$ cat src/rtl/trig_dma_pkg.sv
package trig_dma_pkg;

  // register indices
  localparam int RIDX_SRC   = 0;
  localparam int RIDX_DST   = 1;
  localparam int RIDX_TOTAL = 2;
  localparam int RIDX_WORDS = 3;
  localparam int RIDX_GAP   = 4;
  localparam int RIDX_FILL  = 5;
  localparam int RIDX_CTRL  = 6;

  // control word bit positions
  localparam int CB_DST_MODE = 10;
  localparam int CB_DST_REL  = 12;
  localparam int CB_SRC_MODE = 13;
  localparam int CB_SRC_REL  = 15;
  localparam int CB_BLK      = 16;
  localparam int CB_EVT      = 24;
  localparam int CB_IMM      = 28;
  localparam int CB_REP      = 29;
  localparam int CB_IRQ      = 30;
  localparam int CB_EN       = 31;

  // gap register prescale position
  localparam int GB_PRE = 16;

  localparam logic [1:0] STEP_INC  = 2'd0;
  localparam logic [1:0] STEP_DEC  = 2'd1;
  localparam logic [1:0] STEP_HOLD = 2'd2;
  localparam logic [1:0] STEP_NONE = 2'd3;

  typedef enum logic [1:0] {
    ST_IDLE,
    ST_REQ,
    ST_BURST,
    ST_GAP
  } chState_e;

  typedef struct packed {
    logic wrOk;       // registers may be written
    logic loadEvt;    // start of an event: load word counter
    logic loadBlk;    // grant seen: load block counter
    logic beat;       // one word accepted
    logic endEvt;     // this beat ends the event
    logic clrEnable;  // channel switches itself off
  } ctlStrobe_t;

endpackage

$ cat src/rtl/trig_dma_datapath.sv
module trig_dma_datapath
  import trig_dma_pkg::*;
#(
  parameter int ADDR_W    = 32,
  parameter int WCNT_W    = 24,
  parameter int TOTAL_W   = 28,
  parameter int IVL_W     = 16,
  parameter int EVT_SEL_W = 4,
  parameter int BLK_EXP_W = 4,
  parameter int REG_W     = 32,
  parameter int IDX_W     = 3
) (
  input  logic                 clk,
  input  logic                 rstN,
  input  logic                 regWrEn,
  input  logic [IDX_W-1:0]     regIdx,
  input  logic [REG_W-1:0]     regWrData,
  input  ctlStrobe_t           ctl,
  output logic                 enable,
  output logic                 immMode,
  output logic                 repMode,
  output logic                 irqEn,
  output logic [EVT_SEL_W-1:0] evtSel,
  output logic [IVL_W-1:0]     intervalVal,
  output logic [1:0]           prescale,
  output logic [BLK_EXP_W-1:0] blkExp,
  output logic                 blkLast,
  output logic                 evtLast,
  output logic                 totalLast,
  output logic [ADDR_W-1:0]    srcAddr,
  output logic [ADDR_W-1:0]    dstAddr,
  output logic                 fillActive,
  output logic [REG_W-1:0]     fillData
);

  localparam int BLK_CNT_W  = 2 ** BLK_EXP_W;
  localparam int WORD_BYTES = 4;
  localparam int CMP_W      = 32;

  logic [ADDR_W-1:0]    srcProg, dstProg, srcWork, dstWork;
  logic [TOTAL_W-1:0]   totalCnt, totalLeft;
  logic [WCNT_W-1:0]    wordCnt, evtLeft;
  logic [BLK_CNT_W-1:0] blkLeft, blkLen;
  logic [1:0]           srcMode, dstMode;
  logic                 srcReload, dstReload, counted;
  logic                 wrSrc, wrDst, wrTotal, wrWords, wrGap, wrFill, wrCtrl;
  logic [CMP_W-1:0]     blkMax, lenA, lenB;

  assign wrSrc   = regWrEn && ctl.wrOk && (regIdx == IDX_W'(RIDX_SRC));
  assign wrDst   = regWrEn && ctl.wrOk && (regIdx == IDX_W'(RIDX_DST));
  assign wrTotal = regWrEn && ctl.wrOk && (regIdx == IDX_W'(RIDX_TOTAL));
  assign wrWords = regWrEn && ctl.wrOk && (regIdx == IDX_W'(RIDX_WORDS));
  assign wrGap   = regWrEn && ctl.wrOk && (regIdx == IDX_W'(RIDX_GAP));
  assign wrFill  = regWrEn && ctl.wrOk && (regIdx == IDX_W'(RIDX_FILL));
  assign wrCtrl  = regWrEn && ctl.wrOk && (regIdx == IDX_W'(RIDX_CTRL));

  assign counted = !immMode && !repMode;

  function automatic logic [ADDR_W-1:0] stepAddr(input logic [ADDR_W-1:0] a, input logic [1:0] mode);
    case (mode)
      STEP_INC: stepAddr = a + ADDR_W'(WORD_BYTES);
      STEP_DEC: stepAddr = a - ADDR_W'(WORD_BYTES);
      default:  stepAddr = a;
    endcase
  endfunction

  // programmed configuration
  always_ff @(posedge clk) begin
    if (!rstN) begin
      srcProg     <= '0;
      dstProg     <= '0;
      totalCnt    <= '0;
      wordCnt     <= '0;
      intervalVal <= '0;
      prescale    <= '0;
      fillData    <= '0;
      dstMode     <= STEP_INC;
      dstReload   <= 1'b0;
      srcMode     <= STEP_INC;
      srcReload   <= 1'b0;
      blkExp      <= '0;
      evtSel      <= '0;
      immMode     <= 1'b0;
      repMode     <= 1'b0;
      irqEn       <= 1'b0;
      enable      <= 1'b0;
    end else begin
      if (wrSrc)   srcProg  <= {regWrData[ADDR_W-1:2], 2'b00};
      if (wrDst)   dstProg  <= {regWrData[ADDR_W-1:2], 2'b00};
      if (wrTotal) totalCnt <= regWrData[TOTAL_W-1:0];
      if (wrWords) wordCnt  <= regWrData[WCNT_W-1:0];
      if (wrGap) begin
        intervalVal <= regWrData[IVL_W-1:0];
        prescale    <= regWrData[GB_PRE +: 2];
      end
      if (wrFill) fillData <= regWrData;
      if (wrCtrl) begin
        dstMode   <= regWrData[CB_DST_MODE +: 2];
        dstReload <= regWrData[CB_DST_REL];
        srcMode   <= regWrData[CB_SRC_MODE +: 2];
        srcReload <= regWrData[CB_SRC_REL];
        blkExp    <= regWrData[CB_BLK +: BLK_EXP_W];
        evtSel    <= regWrData[CB_EVT +: EVT_SEL_W];
        immMode   <= regWrData[CB_IMM];
        repMode   <= regWrData[CB_REP];
        irqEn     <= regWrData[CB_IRQ];
        enable    <= regWrData[CB_EN];
      end else if (ctl.clrEnable) begin
        enable <= 1'b0;
      end
    end
  end

  // working addresses
  always_ff @(posedge clk) begin
    if (!rstN) begin
      srcWork <= '0;
      dstWork <= '0;
    end else begin
      if (wrSrc) srcWork <= {regWrData[ADDR_W-1:2], 2'b00};
      else if (ctl.beat) srcWork <= (ctl.endEvt && srcReload) ? srcProg : stepAddr(srcWork, srcMode);
      if (wrDst) dstWork <= {regWrData[ADDR_W-1:2], 2'b00};
      else if (ctl.beat) dstWork <= (ctl.endEvt && dstReload) ? dstProg : stepAddr(dstWork, dstMode);
    end
  end

  // block length: power-of-two block cut to the words left
  always_comb begin
    blkMax = CMP_W'(1) << blkExp;
    lenA   = (CMP_W'(evtLeft) < blkMax) ? CMP_W'(evtLeft) : blkMax;
    lenB   = (counted && (CMP_W'(totalLeft) < lenA)) ? CMP_W'(totalLeft) : lenA;
    blkLen = BLK_CNT_W'(lenB);
  end

  // word counters
  always_ff @(posedge clk) begin
    if (!rstN) begin
      totalLeft <= '0;
      evtLeft   <= '0;
      blkLeft   <= '0;
    end else begin
      if (wrCtrl && regWrData[CB_EN]) totalLeft <= totalCnt;
      else if (ctl.beat && counted)   totalLeft <= totalLeft - 1'b1;
      if (ctl.loadEvt)   evtLeft <= wordCnt;
      else if (ctl.beat) evtLeft <= evtLeft - 1'b1;
      if (ctl.loadBlk)   blkLeft <= blkLen;
      else if (ctl.beat) blkLeft <= blkLeft - 1'b1;
    end
  end

  assign totalLast  = counted && (totalLeft == TOTAL_W'(1));
  assign evtLast    = (evtLeft == WCNT_W'(1)) || totalLast;
  assign blkLast    = (blkLeft == BLK_CNT_W'(1));
  assign srcAddr    = srcWork;
  assign dstAddr    = dstWork;
  assign fillActive = (srcMode == STEP_NONE);


  dst_step_chk: assert property (@(posedge clk) disable iff (!rstN)
    (ctl.beat && !ctl.endEvt && dstMode == STEP_INC) |=> dstWork == $past(dstWork) + ADDR_W'(WORD_BYTES));


  src_reload_chk: assert property (@(posedge clk) disable iff (!rstN)
    (ctl.beat && ctl.endEvt && srcReload) |=> srcWork == srcProg);

endmodule

$ cat src/rtl/trig_dma_control.sv
module trig_dma_control
  import trig_dma_pkg::*;
#(
  parameter int IVL_W     = 16,
  parameter int EVT_NUM   = 16,
  parameter int EVT_SEL_W = 4,
  parameter int BLK_EXP_W = 4
) (
  input  logic                 clk,
  input  logic                 rstN,
  input  logic [EVT_NUM-1:0]   startEvt,
  input  logic                 mGrant,
  input  logic                 mReady,
  input  logic                 enable,
  input  logic                 immMode,
  input  logic                 repMode,
  input  logic                 irqEn,
  input  logic [EVT_SEL_W-1:0] evtSel,
  input  logic [IVL_W-1:0]     intervalVal,
  input  logic [1:0]           prescale,
  input  logic [BLK_EXP_W-1:0] blkExp,
  input  logic                 blkLast,
  input  logic                 evtLast,
  input  logic                 totalLast,
  output ctlStrobe_t           ctl,
  output logic                 mReq,
  output logic                 mValid,
  output logic                 irq
);

  localparam int PRE_W  = 6;
  localparam int BEAT_W = 2 ** BLK_EXP_W + 1;

  chState_e          state, stateNxt;
  logic [IVL_W-1:0]  gapCnt;
  logic [PRE_W-1:0]  preCnt, divMinus1;
  logic              tick, gapLoad, irqSet, evtHit;

  assign evtHit    = startEvt[evtSel];
  assign divMinus1 = (PRE_W'(1) << {prescale, 1'b0}) - PRE_W'(1);
  assign tick      = (preCnt == divMinus1);

  always_comb begin
    stateNxt      = state;
    ctl           = '0;
    ctl.wrOk      = (state == ST_IDLE);
    gapLoad       = 1'b0;
    irqSet        = 1'b0;
    case (state)
      ST_IDLE: begin
        if (enable && (immMode || evtHit)) begin
          ctl.loadEvt = 1'b1;
          stateNxt    = ST_REQ;
        end
      end
      ST_REQ: begin
        if (mGrant) begin
          ctl.loadBlk = 1'b1;
          stateNxt    = ST_BURST;
        end
      end
      ST_BURST: begin
        if (mReady) begin
          ctl.beat = 1'b1;
          if (evtLast) begin
            ctl.endEvt = 1'b1;
            stateNxt   = ST_IDLE;
            if (immMode || totalLast) begin
              ctl.clrEnable = 1'b1;
              irqSet        = irqEn;
            end else if (repMode) begin
              irqSet = irqEn;
            end
          end else if (blkLast) begin
            if (intervalVal == '0) begin
              stateNxt = ST_REQ;
            end else begin
              gapLoad  = 1'b1;
              stateNxt = ST_GAP;
            end
          end
        end
      end
      ST_GAP: begin
        if (tick && gapCnt == IVL_W'(1)) stateNxt = ST_REQ;
      end
      default: stateNxt = ST_IDLE;
    endcase
  end

  always_ff @(posedge clk) begin
    if (!rstN) begin
      state  <= ST_IDLE;
      irq    <= 1'b0;
      gapCnt <= '0;
      preCnt <= '0;
    end else begin
      state <= stateNxt;
      irq   <= irqSet;
      if (gapLoad) begin
        gapCnt <= intervalVal;
        preCnt <= '0;
      end else if (state == ST_GAP) begin
        if (tick) begin
          preCnt <= '0;
          gapCnt <= gapCnt - 1'b1;
        end else begin
          preCnt <= preCnt + 1'b1;
        end
      end
    end
  end

  assign mReq   = (state == ST_REQ) || (state == ST_BURST);
  assign mValid = (state == ST_BURST);

  // checker: beats seen in the current block
  logic [BEAT_W-1:0] blkBeats;
  always_ff @(posedge clk) begin
    if (!rstN) blkBeats <= '0;
    else if (ctl.loadBlk) blkBeats <= '0;
    else if (ctl.beat) blkBeats <= blkBeats + 1'b1;
  end


  blk_size_chk: assert property (@(posedge clk) disable iff (!rstN)
    ctl.beat |-> (blkBeats < (BEAT_W'(1) << blkExp)));


  req_hold_chk: assert property (@(posedge clk) disable iff (!rstN)
    $fell(mReq) |-> $past(mValid && mReady));


  grant_first_chk: assert property (@(posedge clk) disable iff (!rstN)
    $rose(mValid) |-> $past(mGrant));


  irq_pulse_chk: assert property (@(posedge clk) disable iff (!rstN)
    irq |=> !irq);

endmodule

$ cat src/rtl/trig_dma_channel.sv
module trig_dma_channel
  import trig_dma_pkg::*;
#(
  parameter int ADDR_W    = 32,
  parameter int WCNT_W    = 24,
  parameter int TOTAL_W   = 28,
  parameter int IVL_W     = 16,
  parameter int EVT_NUM   = 16,
  parameter int BLK_EXP_W = 4
) (
  input  logic               clk,
  input  logic               rstN,
  input  logic               regWrEn,
  input  logic [2:0]         regIdx,
  input  logic [31:0]        regWrData,
  input  logic [EVT_NUM-1:0] startEvt,
  output logic               mReq,
  input  logic               mGrant,
  output logic               mValid,
  input  logic               mReady,
  output logic [ADDR_W-1:0]  mSrcAddr,
  output logic [ADDR_W-1:0]  mDstAddr,
  output logic               mFill,
  output logic [31:0]        mFillData,
  output logic               irq,
  output logic               busy
);

  localparam int EVT_SEL_W = (EVT_NUM > 1) ? $clog2(EVT_NUM) : 1;
  localparam int REG_W     = 32;
  localparam int IDX_W     = 3;

  ctlStrobe_t           ctl;
  logic                 enable, immMode, repMode, irqEn;
  logic                 blkLast, evtLast, totalLast;
  logic [EVT_SEL_W-1:0] evtSel;
  logic [IVL_W-1:0]     intervalVal;
  logic [1:0]           prescale;
  logic [BLK_EXP_W-1:0] blkExp;

  trig_dma_datapath #(
    .ADDR_W(ADDR_W), .WCNT_W(WCNT_W), .TOTAL_W(TOTAL_W), .IVL_W(IVL_W),
    .EVT_SEL_W(EVT_SEL_W), .BLK_EXP_W(BLK_EXP_W), .REG_W(REG_W), .IDX_W(IDX_W)
  ) uDatapath (
    .clk(clk), .rstN(rstN), .regWrEn(regWrEn), .regIdx(regIdx), .regWrData(regWrData),
    .ctl(ctl), .enable(enable), .immMode(immMode), .repMode(repMode), .irqEn(irqEn),
    .evtSel(evtSel), .intervalVal(intervalVal), .prescale(prescale), .blkExp(blkExp),
    .blkLast(blkLast), .evtLast(evtLast), .totalLast(totalLast),
    .srcAddr(mSrcAddr), .dstAddr(mDstAddr), .fillActive(mFill), .fillData(mFillData)
  );

  trig_dma_control #(
    .IVL_W(IVL_W), .EVT_NUM(EVT_NUM), .EVT_SEL_W(EVT_SEL_W), .BLK_EXP_W(BLK_EXP_W)
  ) uControl (
    .clk(clk), .rstN(rstN), .startEvt(startEvt), .mGrant(mGrant), .mReady(mReady),
    .enable(enable), .immMode(immMode), .repMode(repMode), .irqEn(irqEn), .evtSel(evtSel),
    .intervalVal(intervalVal), .prescale(prescale), .blkExp(blkExp),
    .blkLast(blkLast), .evtLast(evtLast), .totalLast(totalLast),
    .ctl(ctl), .mReq(mReq), .mValid(mValid), .irq(irq)
  );

  assign busy = enable;


  busy_drop_chk: assert property (@(posedge clk) disable iff (!rstN)
    ($fell(busy) && !$past(regWrEn)) |-> $past(mValid && mReady));

endmodule

$ cat config.mk
export PLATFORM = sky130hd
export DESIGN_NAME = trig_dma_channel
export DESIGN_NICKNAME = d
export VERILOG_FILES = /design/src/rtl/trig_dma_pkg.sv /design/src/rtl/trig_dma_datapath.sv /design/src/rtl/trig_dma_control.sv /design/src/rtl/trig_dma_channel.sv
export SDC_FILE = /design/constraint.sdc
export NUM_CORES = 1
export LEC_CHECK = 0
export BUFFER_PORTS_ARGS = -buffer_cell sky130_fd_sc_hd__buf_4
export CAP_MARGIN = 30
export CORE_MARGIN = 1
export CORE_UTILIZATION = 60
export CTS_BUF_LIST = sky130_fd_sc_hd__clkbuf_8
export DETAILED_ROUTE_END_ITERATION = 12
export PLACE_DENSITY_LB_ADDON = 0.15
export SLEW_MARGIN = 30
export SYNTH_ARGS = -nofsm -noshare
export SYNTH_HDL_FRONTEND = slang
export SYNTH_SLANG_ARGS = --single-unit
export TNS_END_PERCENT = 100
$ cat constraint.sdc
create_clock -name clk -period 6.4 [get_ports clk]
set_input_delay 0.32 -clock clk [delete_from_list [all_inputs] [get_ports clk]]
set_output_delay 0.32 -clock clk [all_outputs]
set_load 0.05 [all_outputs]
# Yosys cells after proc, flatten, opt, wreduce, memory -nomap -nowiden
# Index checks and enable logic that the tools add are counted.
# classes
n_addsub	10
magnitude_cmp	3
n_eq_ne	22
n_shift	2
n_mux	47
n_bitwise	1
n_reduce_logical	50
# ops
cell	n
2-to-1 mux 32 bit	7
one-hot mux 32 bit (2 select lines)	2
2-to-1 mux 16 bit	6
adder 32 x 3 -> 32 bit (second input constant)	2
subtractor 32 x 3 -> 32 bit (second input constant)	2
2-to-1 mux 28 bit	2
2-to-1 mux 24 bit	2
== test 16 x 1 -> 1 bit (second input constant)	2
less-than comparator 24 x 32 -> 1 bit	1
less-than comparator 28 x 32 -> 1 bit	1
left shift 1 x 4 -> 32 bit (first input constant)	1
subtractor 16 x 1 -> 16 bit (second input constant)	2
== test 28 x 1 -> 1 bit (second input constant)	1
subtractor 28 x 1 -> 28 bit (second input constant)	1
== test 24 x 1 -> 1 bit (second input constant)	1
subtractor 24 x 1 -> 24 bit (second input constant)	1
logical AND 1 bit	17
logical NOT 16 bit	1
2-to-1 mux 2 bit	8
nonzero test 2 bit	8
2-to-1 mux 1 bit	15
AND reduction 2 bit	5
== test 3 bit (second input constant)	3
one-hot mux 2 bit (4 select lines)	1
other kinds (25)	43
# totals
register_bits	337
out_inout_bits	101
word_cells	163

# Longest topological paths before layout
# logic_depth
depth_word	12
ltp_mapped	23
depth_no_buf	18

# By module
# Synthesis repeated with hierarchy kept, for this count alone.
# unflattened
hier_cells	2407
hier_area_um2	18467.7
# modules_own_cells
module	n_inst	cells_each	area_per_inst_um2	seq_area_each_um2
trig_dma_datapath	1	2213	16781.1	6246.0
trig_dma_control	1	194	1686.6	500.5

# Least setup slack after synthesis
# Ideal clock, no wire load.
# synth_timing
path_type	register to register
startpoint	register uDatapath.blkExp[0]
endpoint	register uDatapath.blkLeft[11]
setup_time_ns	0.128
t_arrival_ns	4.648
t_required_ns	6.272
path_slack_ns	1.625
path_stages_with_launch	22
path_buffers	5
synth_period_minus_slack_ns	4.775
path_cell_list	dfxtp_1 -> clkbuf_1 -> nand2_1 -> nor2_1 -> inv_1 -> ha_1 -> o2111ai_1 -> a311oi_1 -> o31ai_1 -> nand4b_1 -> buf_1 -> clkbuf_1 -> mux2i_1 -> ha_1 -> and4_1 -> o211ai_1 -> a2111oi_0 -> a21o_1 -> buf_2 -> buf_2 -> a21oi_1 -> o2bb2ai_1
# synth_between
elab_chain_cells	7
# synth_rtl
item	line_no	text
from (decl)	trig_dma_datapath.sv:26	output logic [BLK_EXP_W-1:0] blkExp,
from (signal assigned)	trig_dma_datapath.sv:102	blkExp <= regWrData[CB_BLK +: BLK_EXP_W];
left shift 1 x 4 -> 32 bit *	trig_dma_datapath.sv:129	blkMax = CMP_W'(1) << blkExp;
less-than comparator 24 x 32 -> 1 bit	trig_dma_datapath.sv:130	lenA = (CMP_W'(evtLeft) < blkMax) ? CMP_W'(evtLeft) : blkMax;
2-to-1 mux 32 bit *	trig_dma_datapath.sv:130	
less-than comparator 28 x 32 -> 1 bit	trig_dma_datapath.sv:131	lenB = (counted && (CMP_W'(totalLeft) < lenA)) ? CMP_W'(totalLeft) : lenA;
logical AND 1 bit	trig_dma_datapath.sv:131	
2-to-1 mux 16 bit *	trig_dma_datapath.sv:131	
2-to-1 mux 16 bit *	trig_dma_datapath.sv:146	if (ctl.loadBlk) blkLeft <= blkLen;
to (signal assigned)	trig_dma_datapath.sv:146	
to (signal assigned)	trig_dma_datapath.sv:147	else if (ctl.beat) blkLeft <= blkLeft - 1'b1;
to (decl)	trig_dma_datapath.sv:43	logic [BLK_CNT_W-1:0] blkLeft, blkLen;
# Every way passes the cells marked *; elsewhere a longest branch is shown, timed or not.
# A chain may end at the register's enable or synchronous reset.

# Final worst setup path
# layout_timing
startpoint	register uDatapath.blkExp[0]
endpoint	register uDatapath.blkLeft[6]
# The elaborated chain is that of the path after synthesis.

==> metrics <==
Post-DP HPWL=38800 µm; FF-to-FF setup slack=1.01 ns; Mapped Cells=2412; vias=18300; Crit Path Class=reg2reg; die area=31800 µm²; EDFF count, synth=0; Register-to-Register Path Depth=17; DR vias/cell=6.17; crit path time final=5.39 ns; CP max FO=18; Die Span Y=178 µm; most common cell after layout, fill and taps aside=nand2_1; endpoints failing setup=0; commonest cells after routing, fill and taps aside=nand2_1 (510), dfxtp_1 (337), a21oi_1 (290); Clock Power Share=41.9%; Relative slew margins=35.2%; hold_ws=0.0237 ns; RR Endpoint=uDatapath.blkLeft[6]$_SDFFE_PN0P_; arrival time worst endpoint=5.90 ns; Clock transition at path regs=0.07 ns; final-report max-slew violation count=0; setup_tns=0 ns; worst path bufs/invs=1; GP Congestion=0.935; worst reg2reg startpoint=uDatapath.blkExp[0]$_SDFFE_PN0P_; DRC Markers=0; number of I/O pins=157; Worst Hold Class=in2reg; initial core utilization=60.9%; most used cell, CP=a21o_1; status=finished clean; GRT overflow=0; synth unique cells=83; Clock Latency Late Sink=0.61 ns; TritonCTS Sinks=337; #FFs+latches synth=337; net switching power figure=1.40 mW; sequential share of power=45.1%; endpoint class of the critical path=flop; P_int=3.49 mW; fin crit share=84.1%; final wirelength=57400 µm; Async SR Flop Fraction=0%; post-route ant nets=0; largest net degree at the start of global routing=99; Clock Path Buffers=3; Core Area=30600 µm²; Yosys Warn Count=0; DR iter-0 viols=1804; max-cap viol count=0; Fin. Hold Viols=0; share of layout cells above drive strength 1=12.2%; CTS tree=done; delay-heaviest family, CP=compound AO/OA/AOI/OAI gates; switch share=28.7%; Comb pwr share=13.0%; Max stage delay on crit path=0.53 ns; Max IR drop VDD=0.192 mV; Root Driver=clkbuf_8; unrepaired setup endpoints after global routing=false; crit start category=flop; register area share after synthesis=36.2%; clock skew=0.00988 ns; DR WL/cell=19.4 µm; PostCTS Resize Cnt=0; layout filler cell count=2581; vias in the first global route=16900; antenna violations before repair=1; Req. time, crit path=6.91 ns; Num CTS Buffers=57; H-tree depth=2; top_reg_cell synth=dfxtp_1; # nets final=2685; die width=178 µm; Port Buffer Count=156; worst slew pin tran=0.967 ns; Worst Hold Path EP=uDatapath.fillData[31]$_SDFFE_PN0P_; Layout area overhead=14.2%; Avg Synthesized Cell Area=7.73 µm²; drt pass-1 iters=6; Slowest-stage cell, CP=a21o_1; upper clock frequency limit=186 MHz; power per cell area=230 nW/µm²; Static Leakage=8.38 nW; Finished Core Util=69.6%; mapped cell area=18600 µm²; worst-path cell chain=nand2_1 > nor2_1 > inv_1 > ha_1 > a21oi_1 > nand2_1 > o31ai_1 > nand4b_1 > mux2i_1 > ha_1 > a21o_1 > a21o_1 > a21oi_1 > o211ai_1 > a21o_1 > or2_2 > a31o_2; std cell rows=64; hold path depth=3; first-pass GRT wire length=88800 µm; HP Start=regWrData[31]; GRT Total Usage=35.5%
==> cells in the mapped netlist (6+ instances only) <==
cell,n,area (µm²)
a211oi_1,89,668
a21o_1,19,143
a21oi_1,290,1450
a221oi_1,9,78.8
a31oi_1,36,225
a41oi_1,12,105
and3_1,8,50.1
and4_1,6,52.6
buf_2,12,60.1
buf_4,8,60.1
clkbuf_1,116,435
dfxtp_1,337,6750
ha_1,108,1350
inv_1,50,188
mux2i_1,18,180
nand2_1,510,1910
nand2b_1,17,106
nand3_1,32,160
nand3b_1,9,67.6
nand4_1,27,169
nor2_1,193,724
nor2b_1,12,75.1
nor3_1,50,250
nor4_1,26,163
o211ai_1,26,195
o21ai_0,118,591
o21bai_1,8,60.1
o2bb2ai_1,13,114
or3_1,6,37.5
or4_1,9,67.6
xnor2_1,75,657
xor2_1,56,490
==> what timing repair did <==
item                                   4_1_cts  5_1_grt
hold buffers                                 6        0
setup buffers                                0        0
endpoints found under the hold margin       15        0
==> power groups by stage <==
stage | Sequential [mW] | Clock [mW] | Combinational, mW
2_1_floorplan | 2.30 | 0 | 0.356
3_3_place_gp | 2.25 | 0 | 0.604
3_5_place_dp | 2.25 | 0 | 0.617
4_1_cts | 2.20 | 2.07 | 0.624
5_1_grt | 2.21 | 2.17 | 0.680
6_report | 2.20 | 2.05 | 0.634
==> worst min-delay path, stage by stage <==
cell	delay [ns]
buf_4	0.15
nand2_1	0.07
a21oi_1	0.05
==> registers in the layout, indices dropped and copies added, names as in the netlist, 6 cells and up <==
signal and flops:
uDatapath.dstProg 30, uDatapath.intervalVal 16, uDatapath.wordCnt 24, uDatapath.fillData 32, uDatapath.dstAddr 32, uControl.gapCnt 16
uControl.preCnt 6, uDatapath.totalLeft 28, uDatapath.srcAddr 32, uDatapath.srcProg 30, uDatapath.blkLeft 16, uDatapath.evtLeft 24
uDatapath.totalCnt 28
==> area by class of cell <==
class / count / area (µm²) / area share (%)
well taps: 396 / 495 / 2.33
clock inverters: 36 / 243 / 1.14
inverters: 51 / 199 / 0.935
flip-flops and latches: 337 / 6750 / 31.7
repair buffers: 187 / 1430 / 6.74
diodes: 1 / 2.50 / 0.0118
clock buffers: 71 / 977 / 4.59
multi-input cells: 1885 / 11200 / 52.6
==> metrics by stage <==
| stage | cells | total power, mW | worst slack, ns | cell area (µm²) |
|---|---|---|---|---|
| 6_report | 2964 | 4.89 | 1.01 | 21300 |
| 5_1_grt | 2964 | 5.06 | 0.636 | 21300 |
| 4_1_cts | 2962 | 4.89 | 1.07 | 21300 |
| 3_5_place_dp | 2849 | 2.86 | 1.10 | 20000 |
| 3_3_place_gp | 2847 | 2.85 | 1.07 | 19900 |
| 2_1_floorplan | 2419 | 2.66 | 1.62 | 18700 |
==> worst max path at each step <==
stage,to,slack (ns),depth (start not counted),from
finish,uDatapath.blkLeft[6]$_SDFFE_PN0P_,1.01,17,uDatapath.blkExp[0]$_SDFFE_PN0P_
global route,uDatapath.blkLeft[6]$_SDFFE_PN0P_,0.64,17,uDatapath.blkExp[1]$_SDFFE_PN0P_
CTS,uDatapath.blkLeft[6]$_SDFFE_PN0P_,1.07,17,uDatapath.blkExp[0]$_SDFFE_PN0P_
detailed placement,uDatapath.blkLeft[6]$_SDFFE_PN0P_,1.10,17,uDatapath.blkExp[0]$_SDFFE_PN0P_
global placement,uDatapath.blkLeft[0]$_SDFFE_PN0P_,1.07,16,uDatapath.blkExp[0]$_SDFFE_PN0P_
floorplan,uDatapath.blkLeft[11]$_SDFFE_PN0P_,1.62,21,uDatapath.blkExp[0]$_SDFFE_PN0P_
==> layer usage <==
metal	routed length [µm]	global-route usage (%)	share of wire, %
met4	2280	15.0	4.0
met1	23800	45.2	41
met5	0	0	0
met2	27200	59.6	47
met3	4140	5.33	7.2
==> kinds of logic after synthesis <==
kind of cell,Yosys count,share of synthesized area (%)
other,1,0.0201
AND/OR/NAND/NOR,938,22.2
adder cells (fa/ha/maj),110,7.46
flip-flops,337,36.2
buffers and inverters,197,4.31
multiplexers,24,1.63
XOR/XNOR,131,6.16
AO/OA/AOI/OAI,674,22.0
(Power assumes the default switching activity.)
